<file path="src/rtl/vga_host_pkg.sv">
package vga_host_pkg;

    localparam int BYTE_W = 8;

    // I/O addresses (colour-range view)
    localparam int P_MISC_WR   = 16'h03C2;
    localparam int P_MISC_RD   = 16'h03CC;
    localparam int P_CRTC_IDX  = 16'h03D4;
    localparam int P_CRTC_DAT  = 16'h03D5;
    localparam int P_MODE      = 16'h2100;
    localparam int P_BANK      = 16'h2108;
    localparam int P_EXT       = 16'h210A;
    localparam int P_ID_LO     = 16'h0100;
    localparam int P_ID_HI     = 16'h0101;
    localparam int P_MONO_HI   = 12'h03B;
    localparam int P_COLOR_HI  = 12'h03D;
    localparam int P_FOLD      = 16'h0060;

    localparam logic [BYTE_W-1:0] ID_LO_VAL = 8'hFE;
    localparam logic [BYTE_W-1:0] ID_HI_VAL = 8'hE8;
    localparam logic [BYTE_W-1:0] OPEN_BUS  = 8'hFF;
    localparam logic [BYTE_W-1:0] MISC_RST  = 8'h01;

    // CRTC protection and timing classification
    localparam int PROT_REG     = 8'h11;
    localparam int PROT_BIT     = 7;
    localparam int LAST_LOCKED  = 6;
    localparam int PARTIAL_REG  = 7;
    localparam logic [BYTE_W-1:0] PARTIAL_MASK = 8'h10;
    localparam int QUIET_LO     = 8'h0E;
    localparam int QUIET_HI     = 8'h10;

    // bank mode field
    localparam int MODE_W       = 3;
    localparam int MODE_BANKED  = 4;

    typedef enum logic [3:0] {
        TGT_NONE,
        TGT_MISC_WR,
        TGT_MISC_RD,
        TGT_CRTC_IDX,
        TGT_CRTC_DAT,
        TGT_MODE,
        TGT_BANK,
        TGT_EXT,
        TGT_ID_LO,
        TGT_ID_HI
    } tgt_e;

endpackage

</file>
<file path="src/rtl/vga_port_decode.sv">
module vga_port_decode
    import vga_host_pkg::*;
#(
    parameter int ADDR_W = 16
) (
    input  logic [ADDR_W-1:0] addr,
    input  logic              color_sel,
    output tgt_e              tgt
);

    logic [ADDR_W-1:0] eff;
    logic              in_fold_range;

    always_comb begin
        in_fold_range = (addr[ADDR_W-1:4] == (ADDR_W-4)'(P_MONO_HI)) ||
                        (addr[ADDR_W-1:4] == (ADDR_W-4)'(P_COLOR_HI));
        eff = addr;
        if (!color_sel && in_fold_range) begin
            eff = addr ^ ADDR_W'(P_FOLD);
        end

        if      (eff == ADDR_W'(P_MISC_WR))  tgt = TGT_MISC_WR;
        else if (eff == ADDR_W'(P_MISC_RD))  tgt = TGT_MISC_RD;
        else if (eff == ADDR_W'(P_CRTC_IDX)) tgt = TGT_CRTC_IDX;
        else if (eff == ADDR_W'(P_CRTC_DAT)) tgt = TGT_CRTC_DAT;
        else if (eff == ADDR_W'(P_MODE))     tgt = TGT_MODE;
        else if (eff == ADDR_W'(P_BANK))     tgt = TGT_BANK;
        else if (eff == ADDR_W'(P_EXT))      tgt = TGT_EXT;
        else if (eff == ADDR_W'(P_ID_LO))    tgt = TGT_ID_LO;
        else if (eff == ADDR_W'(P_ID_HI))    tgt = TGT_ID_HI;
        else                                 tgt = TGT_NONE;
    end

endmodule

</file>
<file path="src/rtl/vga_crtc_file.sv">
module vga_crtc_file
    import vga_host_pkg::*;
#(
    parameter int CIDX_W = 5
) (
    input  logic              clk,
    input  logic              rst_n,
    input  logic              wr_idx,
    input  logic              wr_dat,
    input  logic [BYTE_W-1:0] wdata,
    output logic [CIDX_W-1:0] idx,
    output logic [BYTE_W-1:0] cur_val,
    output logic              chg
);

    localparam int CRTC_N = 1 << CIDX_W;

    typedef struct packed {
        logic [CIDX_W-1:0]                  idx;
        logic [CRTC_N-1:0][BYTE_W-1:0]      regs;
        logic                               chg;
    } crtc_st_t;

    crtc_st_t q, d;

    logic              locked;
    logic              blocked;
    logic              quiet;
    logic [BYTE_W-1:0] old_v;
    logic [BYTE_W-1:0] new_v;

    always_comb begin
        locked  = q.regs[CIDX_W'(PROT_REG)][PROT_BIT];
        blocked = locked && (q.idx <= CIDX_W'(LAST_LOCKED));
        quiet   = (q.idx >= CIDX_W'(QUIET_LO)) && (q.idx <= CIDX_W'(QUIET_HI));
        old_v   = q.regs[q.idx];
        if (locked && (q.idx == CIDX_W'(PARTIAL_REG))) begin
            new_v = (old_v & ~PARTIAL_MASK) | (wdata & PARTIAL_MASK);
        end else begin
            new_v = wdata;
        end

        d     = q;
        d.chg = 1'b0;
        if (wr_idx) begin
            d.idx = wdata[CIDX_W-1:0];
        end
        if (wr_dat && !blocked) begin
            d.regs[q.idx] = new_v;
            d.chg         = (new_v != old_v) && !quiet;
        end
    end

    always_ff @(posedge clk or negedge rst_n) begin
        if (!rst_n) q <= '0;
        else        q <= d;
    end

    assign idx     = q.idx;
    assign cur_val = q.regs[q.idx];
    assign chg     = q.chg;

    // locked registers do not move and give no pulse
    a_r4_locked_hold: assert property (@(posedge clk) disable iff (!rst_n)
        (wr_dat && locked && q.idx <= CIDX_W'(LAST_LOCKED))
        |=> (q.regs == $past(q.regs)) && !q.chg);

    // only bit 4 of register 7 may move under the lock
    a_r5_partial_bits: assert property (@(posedge clk) disable iff (!rst_n)
        (wr_dat && locked && q.idx == CIDX_W'(PARTIAL_REG))
        |=> ((q.regs[CIDX_W'(PARTIAL_REG)] & ~PARTIAL_MASK) ==
             ($past(q.regs[CIDX_W'(PARTIAL_REG)]) & ~PARTIAL_MASK)));

    // quiet-range writes give no pulse
    a_r6_quiet_range: assert property (@(posedge clk) disable iff (!rst_n)
        (wr_dat && q.idx >= CIDX_W'(QUIET_LO) && q.idx <= CIDX_W'(QUIET_HI))
        |=> !q.chg);

    // a pulse only follows a data write
    a_r6_pulse_cause: assert property (@(posedge clk) disable iff (!rst_n)
        q.chg |-> $past(wr_dat));

endmodule

</file>
<file path="src/rtl/vga_bank_sel.sv">
module vga_bank_sel
    import vga_host_pkg::*;
#(
    parameter int BANK_W = 3,
    parameter int WIN_W  = 16,
    localparam int FB_W  = WIN_W + BANK_W
) (
    input  logic              clk,
    input  logic              rst_n,
    input  logic              wr_mode,
    input  logic              wr_bank,
    input  logic              wr_ext,
    input  logic [BYTE_W-1:0] wdata,
    output logic [BYTE_W-1:0] bank_byte,
    output logic [BYTE_W-1:0] ext_byte,
    output logic [FB_W-1:0]   base
);

    typedef struct packed {
        logic [MODE_W-1:0] mode;
        logic [BYTE_W-1:0] bank;
        logic [BYTE_W-1:0] ext;
        logic [FB_W-1:0]   base;
    } bank_st_t;

    bank_st_t q, d;

    function automatic logic [FB_W-1:0] slice_base(input logic [BYTE_W-1:0] b);
        return {b[BANK_W-1:0], {WIN_W{1'b0}}};
    endfunction

    logic banked_q;
    logic banked_new;

    always_comb begin
        banked_q   = q.mode >= MODE_W'(MODE_BANKED);
        banked_new = wdata[MODE_W-1:0] >= MODE_W'(MODE_BANKED);

        d = q;
        if (wr_mode) begin
            d.mode = wdata[MODE_W-1:0];
            d.base = banked_new ? slice_base(q.bank) : '0;
        end
        if (wr_bank) begin
            d.bank = wdata;
            if (banked_q) begin
                d.base = slice_base(wdata);
            end
        end
        if (wr_ext) begin
            d.ext = wdata;
        end
    end

    always_ff @(posedge clk or negedge rst_n) begin
        if (!rst_n) q <= '0;
        else        q <= d;
    end

    assign bank_byte = q.bank;
    assign ext_byte  = q.ext;
    assign base      = q.base;

    // a low mode always leaves the base at zero
    a_r7_low_mode_zero: assert property (@(posedge clk) disable iff (!rst_n)
        !banked_q |-> (q.base == '0));

    // bank write under a low mode keeps the base
    a_r8_bank_no_move: assert property (@(posedge clk) disable iff (!rst_n)
        (wr_bank && !wr_mode && !banked_q) |=> $stable(q.base));

    // bank write always lands in the stored byte
    a_r8_bank_stored: assert property (@(posedge clk) disable iff (!rst_n)
        wr_bank |=> (q.bank == $past(wdata)));

endmodule

</file>
<file path="src/rtl/vga_host_regs.sv">
module vga_host_regs
    import vga_host_pkg::*;
#(
    parameter int ADDR_W = 16,
    parameter int WIN_W  = 16,
    parameter int BANK_W = 3,
    parameter int CIDX_W = 5,
    localparam int FB_W  = WIN_W + BANK_W
) (
    input  logic              clk,
    input  logic              rst_n,
    input  logic              wr_en,
    input  logic [ADDR_W-1:0] addr,
    input  logic [BYTE_W-1:0] wdata,
    output logic [BYTE_W-1:0] rdata,
    input  logic [WIN_W-1:0]  win_off,
    output logic [FB_W-1:0]   bank_base,
    output logic [FB_W-1:0]   fb_addr,
    output logic              timing_chg
);

    typedef struct packed {
        logic [BYTE_W-1:0] misc;
    } top_st_t;

    top_st_t q, d;

    tgt_e              tgt;
    logic [CIDX_W-1:0] crtc_idx;
    logic [BYTE_W-1:0] crtc_val;
    logic [BYTE_W-1:0] bank_byte;
    logic [BYTE_W-1:0] ext_byte;

    vga_port_decode #(.ADDR_W(ADDR_W)) u_decode (
        .addr      (addr),
        .color_sel (q.misc[0]),
        .tgt       (tgt)
    );

    vga_crtc_file #(.CIDX_W(CIDX_W)) u_crtc (
        .clk     (clk),
        .rst_n   (rst_n),
        .wr_idx  (wr_en && (tgt == TGT_CRTC_IDX)),
        .wr_dat  (wr_en && (tgt == TGT_CRTC_DAT)),
        .wdata   (wdata),
        .idx     (crtc_idx),
        .cur_val (crtc_val),
        .chg     (timing_chg)
    );

    vga_bank_sel #(.BANK_W(BANK_W), .WIN_W(WIN_W)) u_bank (
        .clk       (clk),
        .rst_n     (rst_n),
        .wr_mode   (wr_en && (tgt == TGT_MODE)),
        .wr_bank   (wr_en && (tgt == TGT_BANK)),
        .wr_ext    (wr_en && (tgt == TGT_EXT)),
        .wdata     (wdata),
        .bank_byte (bank_byte),
        .ext_byte  (ext_byte),
        .base      (bank_base)
    );

    always_comb begin
        d = q;
        if (wr_en && (tgt == TGT_MISC_WR)) begin
            d.misc = wdata;
        end
    end

    always_ff @(posedge clk or negedge rst_n) begin
        if (!rst_n) q <= '{misc: MISC_RST};
        else        q <= d;
    end

    always_comb begin
        case (tgt)
            TGT_MISC_RD:  rdata = q.misc;
            TGT_CRTC_IDX: rdata = BYTE_W'(crtc_idx);
            TGT_CRTC_DAT: rdata = crtc_val;
            TGT_BANK:     rdata = bank_byte;
            TGT_EXT:      rdata = ext_byte;
            TGT_ID_LO:    rdata = ID_LO_VAL;
            TGT_ID_HI:    rdata = ID_HI_VAL;
            default:      rdata = OPEN_BUS;
        endcase
    end

    assign fb_addr = bank_base + FB_W'(win_off);

    // with mono addressing, the colour index port is dead
    a_r3_mono_gap: assert property (@(posedge clk) disable iff (!rst_n)
        (wr_en && !q.misc[0] && addr == ADDR_W'(P_CRTC_IDX)) |=> $stable(crtc_idx));

    // with mono addressing, the mono index port is live
    a_r3_mono_live: assert property (@(posedge clk) disable iff (!rst_n)
        (wr_en && !q.misc[0] && addr == ADDR_W'(P_CRTC_IDX ^ P_FOLD))
        |=> (crtc_idx == $past(wdata[CIDX_W-1:0])));

endmodule

</file>
<file path="config.mk">
export PLATFORM = sky130hd
export DESIGN_NAME = vga_host_regs
export DESIGN_NICKNAME = d
export VERILOG_FILES = /design/src/rtl/vga_host_pkg.sv /design/src/rtl/vga_port_decode.sv /design/src/rtl/vga_crtc_file.sv /design/src/rtl/vga_bank_sel.sv /design/src/rtl/vga_host_regs.sv
export SDC_FILE = /design/constraint.sdc
export NUM_CORES = 1
export LEC_CHECK = 0
export CORE_MARGIN = 8
export CORE_UTILIZATION = 54
export DETAILED_ROUTE_END_ITERATION = 10
export GPL_TIMING_DRIVEN = 0
export PLACE_DENSITY = 0.73
export SYNTH_ARGS = -nofsm -noshare
export SYNTH_HDL_FRONTEND = slang
export SYNTH_SLANG_ARGS = --single-unit
</file>
<file path="constraint.sdc">
create_clock -name clk -period 3.7 [get_ports clk]
set_input_delay 0.925 -clock clk [delete_from_list [all_inputs] [get_ports clk]]
set_output_delay 0.925 -clock clk [all_outputs]
set_load 0.02 [all_outputs]
</file>
Yosys cells after proc, flatten, opt, wreduce, memory -nomap -nowiden --
Cells that the tools add are included.
Operators by class: add/sub/neg operators 1, $lt $le $gt $ge 6, eq/ne operators 21, muxes and demuxes 21, bitwise logic cells 1, reductions and logical operators 13
Operator list (number):
- $bwmux 256 | 1
- $mux 19 | 4
- $eq 16x10->1 const B | 4
- $pmux 8 s7 | 1
- $eq 16x14->1 const B | 3
- $bmux 8 s5 | 1
- $demux 8 s5 | 1
- $mux 4 | 9
- $eq 16x9->1 const B | 2
- $eq 12x6->1 const B | 2
- $add 19x16->19 | 1
- $eq 4x3->1 const B | 4
- $mux 8 | 2
- $logic_and 1x1->1 | 10
- $eq 4x2->1 const B | 2
- $eq 4x4->1 const B | 2
- $ne 8x8->1 | 1
- $mux 7 | 1
- $ge 3x3->1 const B | 2
- $lt 5x6->1 const B | 1
- $ge 5x1->1 const B | 1
- $ge 5x4->1 const B | 1
- $le 5x5->1 const B | 1
- $eq 4x1->1 const B | 1
- other kinds (4) | 5
Storage, ports and cells: bits in registers 308

Longest topological paths before layout --
depth in word-level cells 19, mapped depth 11, gate-level depth less buffers 10

Hierarchy --
A second synthesis with hierarchy kept.
Unflattened totals: cell total of the unflattened synthesis 1259, area total of the unflattened synthesis 15748.9 sq um
Modules (own cells, without submodules):
- vga_crtc_file | times used 1, cells an instance 886, area each 12289.3 sq um, seq. area each 6556.3 sq um
- vga_host_regs | times used 1, cells an instance 217, area each 1622.8 sq um, seq. area each 201.4 sq um
- vga_bank_sel | times used 1, cells an instance 120, area each 1595.3 sq um, seq. area each 900.9 sq um
- vga_port_decode | times used 1, cells an instance 36, area each 241.5 sq um, seq. area each 0.0 sq um

Worst setup path after synthesis --
OpenSTA, ideal clock, no wires.
kind input port to output port, from input win_off[0], to output fb_addr[18], data arrival time 3.205 ns, data required time 2.775 ns, setup slack -0.430 ns, stages 9, cells stage by stage ha_1 inv_1 fa_1 nor2b_1 o31a_1 o2111a_1 and3b_1 o31ai_1 o311ai_0
On the way: word-level cells in the longest chain between the ends 1
RTL lines:
- start, declared | RTL line vga_host_regs.sv:16 | input logic [WIN_W-1:0] win_off,
- $add 19x16->19 | RTL line vga_host_regs.sv:88 | assign fb_addr = bank_base + FB_W'(win_off);
- end, declared | RTL line vga_host_regs.sv:18 | output logic [FB_W-1:0] fb_addr,
Every way passes these cells.

Final worst setup path --
from register u_crtc.q (netlist bit u_crtc.idx[1]), to output rdata[0]
On the way: word-level cells in the longest chain between the ends 3
RTL lines:
- start, declared | RTL line vga_crtc_file.sv:24 | crtc_st_t q, d;
- start signal, assigned | RTL line vga_crtc_file.sv:55 | if (!rst_n) q <= '0;
- start signal, assigned | RTL line vga_crtc_file.sv:56 | else q <= d;
- $bmux 8 s5 | RTL line vga_crtc_file.sv:60 | assign cur_val = q.regs[q.idx];
- $mux 8 (not written as such) | RTL line vga_crtc_file.sv:60
- $pmux 8 s7 | RTL line vga_host_regs.sv:76 | case (tgt)
- end, declared | RTL line vga_host_regs.sv:15 | output logic [BYTE_W-1:0] rdata,
Every way passes these cells. The select of a mux whose other input is x is not followed.

==> flow_metrics.env <==
export IMPL_dpl_hpwl_um=32500
export IMPL_drc=0
export IMPL_synth_fp_nets=1271
export IMPL_max_clock_freq_mhz=242
export IMPL_fin_cells=1794
export IMPL_cts_made_buffers=31
export IMPL_critical_path_buf_inv_count=5
export IMPL_grt_max_degree=127
export IMPL_via_count=11500
export IMPL_status="finished, violations left"
export IMPL_p_int_uw=5330
export IMPL_worst_pin_slew_ns=1.02
export IMPL_crit_required_ns=2.77
export IMPL_start_util_pct=54.4
export IMPL_r2r_start="q[0]$_DFFE_PN1P_"
export IMPL_crit_family="simple AND/OR/NAND/NOR gates"
export IMPL_async_flop_share_pct=100
export IMPL_io_buffers=81
export IMPL_rsz0062_at_grt="yes"
export IMPL_violations="negative setup slack"
export IMPL_wl_per_cell_um=28.6
export IMPL_swShare_pct=23.0
export IMPL_power_frac_comb_pct=5.3
export IMPL_drtPass1Iterations=7
export IMPL_viasPerCell=6.39
export IMPL_antenna_left=0
export IMPL_area_growth_pct=27.8
export IMPL_cp_max_fo=8
export IMPL_cts_sinks=306
export IMPL_cts_tree="built"
export IMPL_worst_slack_ns=-0.434
export IMPL_post_route_util_pct=69.5
export IMPL_dpl_instance_area_um2=16900
export IMPL_grt_pass1_vias=11700
export IMPL_slew_violations=0
export IMPL_hold_path_class="in2async"
export IMPL_worstSetupStartpointType="flop"
export IMPL_syn_inst=1211
export IMPL_critPathMaxStageDelay_ns=0.54
export IMPL_synth_area_um2=15500
export IMPL_holdBufCountCts=0
export IMPL_core_um2=28500
export IMPL_setup_violations=17
export IMPL_finalCriticalPeriod_ns=4.13
export IMPL_crit_chain="buf_8, buf_12, buf_16, buf_12, mux2i_4, o22ai_1, or4_4, nor2_4, nand2_1, o211ai_1, o2111ai_1, buf_4"
export IMPL_slew_headroom_pct=31.9
export IMPL_drive_gt1_share_pct=48.2
export IMPL_path_common_cell="buf_12"
export IMPL_postLayoutCellArea_um2=19800
export IMPL_cts_htree_levels=1
export IMPL_endpoint="rdata[0]"
export IMPL_io_pins=90
export IMPL_timing_final_crit_share_pct=112
export IMPL_nFillCells=1922
export IMPL_place_ws_ns=-1.37
export IMPL_drt_iter0_markers=1206
export IMPL_worst_path_stages=12
export IMPL_p_seq_share_pct=48.7
export IMPL_grt_pass1_wl_um=74600
export IMPL_ys_flop_type="dfrtp_1"
export IMPL_clkLatencyLatePin_ns=0.58
export IMPL_timing_hold_ws_ns=0.297
export IMPL_slowest_stage="or4_4"
export IMPL_clockPowerShare_pct=46.0
export IMPL_avgSynthCellArea_um2=12.8
export IMPL_rr_worst_depth=10
export IMPL_fp_dieArea_um2=34400
export IMPL_ys_types=69
export IMPL_wl_um=51200
export IMPL_place_inst=1678
export IMPL_rows=62
export IMPL_peakVddDrop_mv=0.366
export IMPL_grt_usage_pct=29.1
export IMPL_antenna_cells=0
export IMPL_fin_nets=1446
export IMPL_cts_root_buffer="clkbuf_16"
export IMPL_cp_arrival_ns=3.21
export IMPL_yosys_warnings=0
export IMPL_p_leak_uw=0.00885
export IMPL_startpoint="u_crtc.idx[1]$_DFFE_PN0P_"
export IMPL_regToRegSetupSlack_ns=0.58
export IMPL_synth_seq_area_share_pct=49.4
export IMPL_power_switching_uw=1600
export IMPL_gp_congestion=0.989
export IMPL_die_y_um=185
export IMPL_antenna_found_initial=0
export IMPL_clock_skew_ns=0.0200
export IMPL_power_density_nw_per_um2=350
export IMPL_finalHoldViolations=0
export IMPL_grt_ovfl_total=0
export IMPL_path_clk_slew_ns=0.06
export IMPL_ys_ff_latch=306
export IMPL_die_w_um=185
export IMPL_clock_path_buffers=3
export IMPL_worstSetupPathType="reg2out"
export IMPL_cp_end_kind="output port"
export IMPL_drv_cap=0
export IMPL_r2r_end="u_crtc.q[13]$_DFFE_PN0P_"
export IMPL_synth_edf_count=0
-- cell families (layout without fill, tap and decap cells) --
| kind of cell | count (synthesis) | count (layout) | synth area share, % |
|---|---|---|---|
| compound gates | 125 | 125 | 5.34 |
| buf+inv | 119 | 318 | 4.11 |
| mux | 424 | 424 | 29.7 |
| xor+xnor | 18 | 18 | 1.02 |
| simple gates | 202 | 202 | 8.95 |
| fa+ha+maj | 17 | 17 | 1.42 |
| flops | 306 | 306 | 49.4 |
-- cell usage after synthesis (all sizes together) (7+ instances only) --
library cell,number,area (um^2)
dfrtp,305,7630
mux2,286,3220
mux2i,138,1380
buf,63,424
o22ai,63,394
nor2,53,304
clkbuf,45,171
nand2,26,97.6
and2,20,125
xnor2,18,158
ha,16,200
o21ai,14,70.1
or4,14,109
inv,11,41.3
nand3,11,70.1
a21oi,10,50.1
nor3,8,45.0
nor2b,7,43.8
or3,7,48.8
-- power groups by stage --
stage          Clock (uW)  Combinational (uW)  Sequential [uW]
6_report             3190                 367             3370
5_1_grt              3340                 393             3370
4_1_cts              3210                 346             3370
3_5_place_dp            0                 334             3440
3_3_place_gp            0                 322             3440
2_1_floorplan           0                 122             3430
-- sequential cells by signal (all words and copies together) (netlist names) --
register	cells
u_bank.q	1
u_bank.base	19
q	8
u_crtc.idx	5
u_crtc.q	256
u_crtc.chg	1
u_bank.ext_byte	8
u_bank.bank_byte	8
-- cells in the final DEF (no fill, tap or decap), types with 23 or more instances in the layout --
master / n
clkbuf_16: 32
nand2_1: 25
mux2_2: 281
clkdlybuf4s50_1: 38
dfrtp_1: 303
clkbuf_1: 47
mux2i_1: 86
buf_4: 82
o22ai_1: 49
mux2i_4: 29
mux2i_2: 23
-- per-layer routing --
metal  track usage [%]  vias up  routed length [um]
li1                  -     4773                   -
met4              15.0        0                3430
met1              37.3     5854               20000
met3              6.45      183                4780
met2              45.8      660               23000
met5                 0        -                   0
-- cell type report --
class,count,area (um^2),share of cell area [%]
inverter,11,41.3,0.209
tap,384,480,2.43
multi-input combinational,786,8330,42.1
timing repair buffer,145,1450,7.31
sequential,306,7660,38.7
clock buffer,45,878,4.44
clock inverter,12,143,0.721
buffer,105,808,4.08
-- worst min path at each step --
stage                     start                               to  slack, ns
3_3_place_gp   q[5]$_DFFE_PN0P_                 q[5]$_DFFE_PN0P_       0.47
4_1_cts                   rst_n   u_bank.ext_byte[6]$_DFFE_PN0P_       0.30
2_1_floorplan  q[5]$_DFFE_PN0P_                 q[5]$_DFFE_PN0P_       0.46
3_5_place_dp   q[5]$_DFFE_PN0P_                 q[5]$_DFFE_PN0P_       0.48
6_report                  rst_n  u_bank.bank_byte[6]$_DFFE_PN0P_       0.30
5_1_grt                   rst_n   u_bank.ext_byte[6]$_DFFE_PN0P_       0.32
-- timing repair --
item / 4_1_cts / 5_1_grt
setup buffers: 44 / 16
setup endpoints to repair: 25 / 28
gates cloned: 4 / 1
gates resized for setup: 318 / 102
pin swaps: 53 / 47
-- metrics by stage --
stage	total power (uW)	TNS, ns
after floorplan	3560	-0.126
after global placement	3760	-3509.79
after detailed placement	3770	-51.87
after CTS	6930	-4.46
after global routing	7110	-5.63
final	6930	-3.81
No activity file was read; power rests on OpenSTA's default activity.
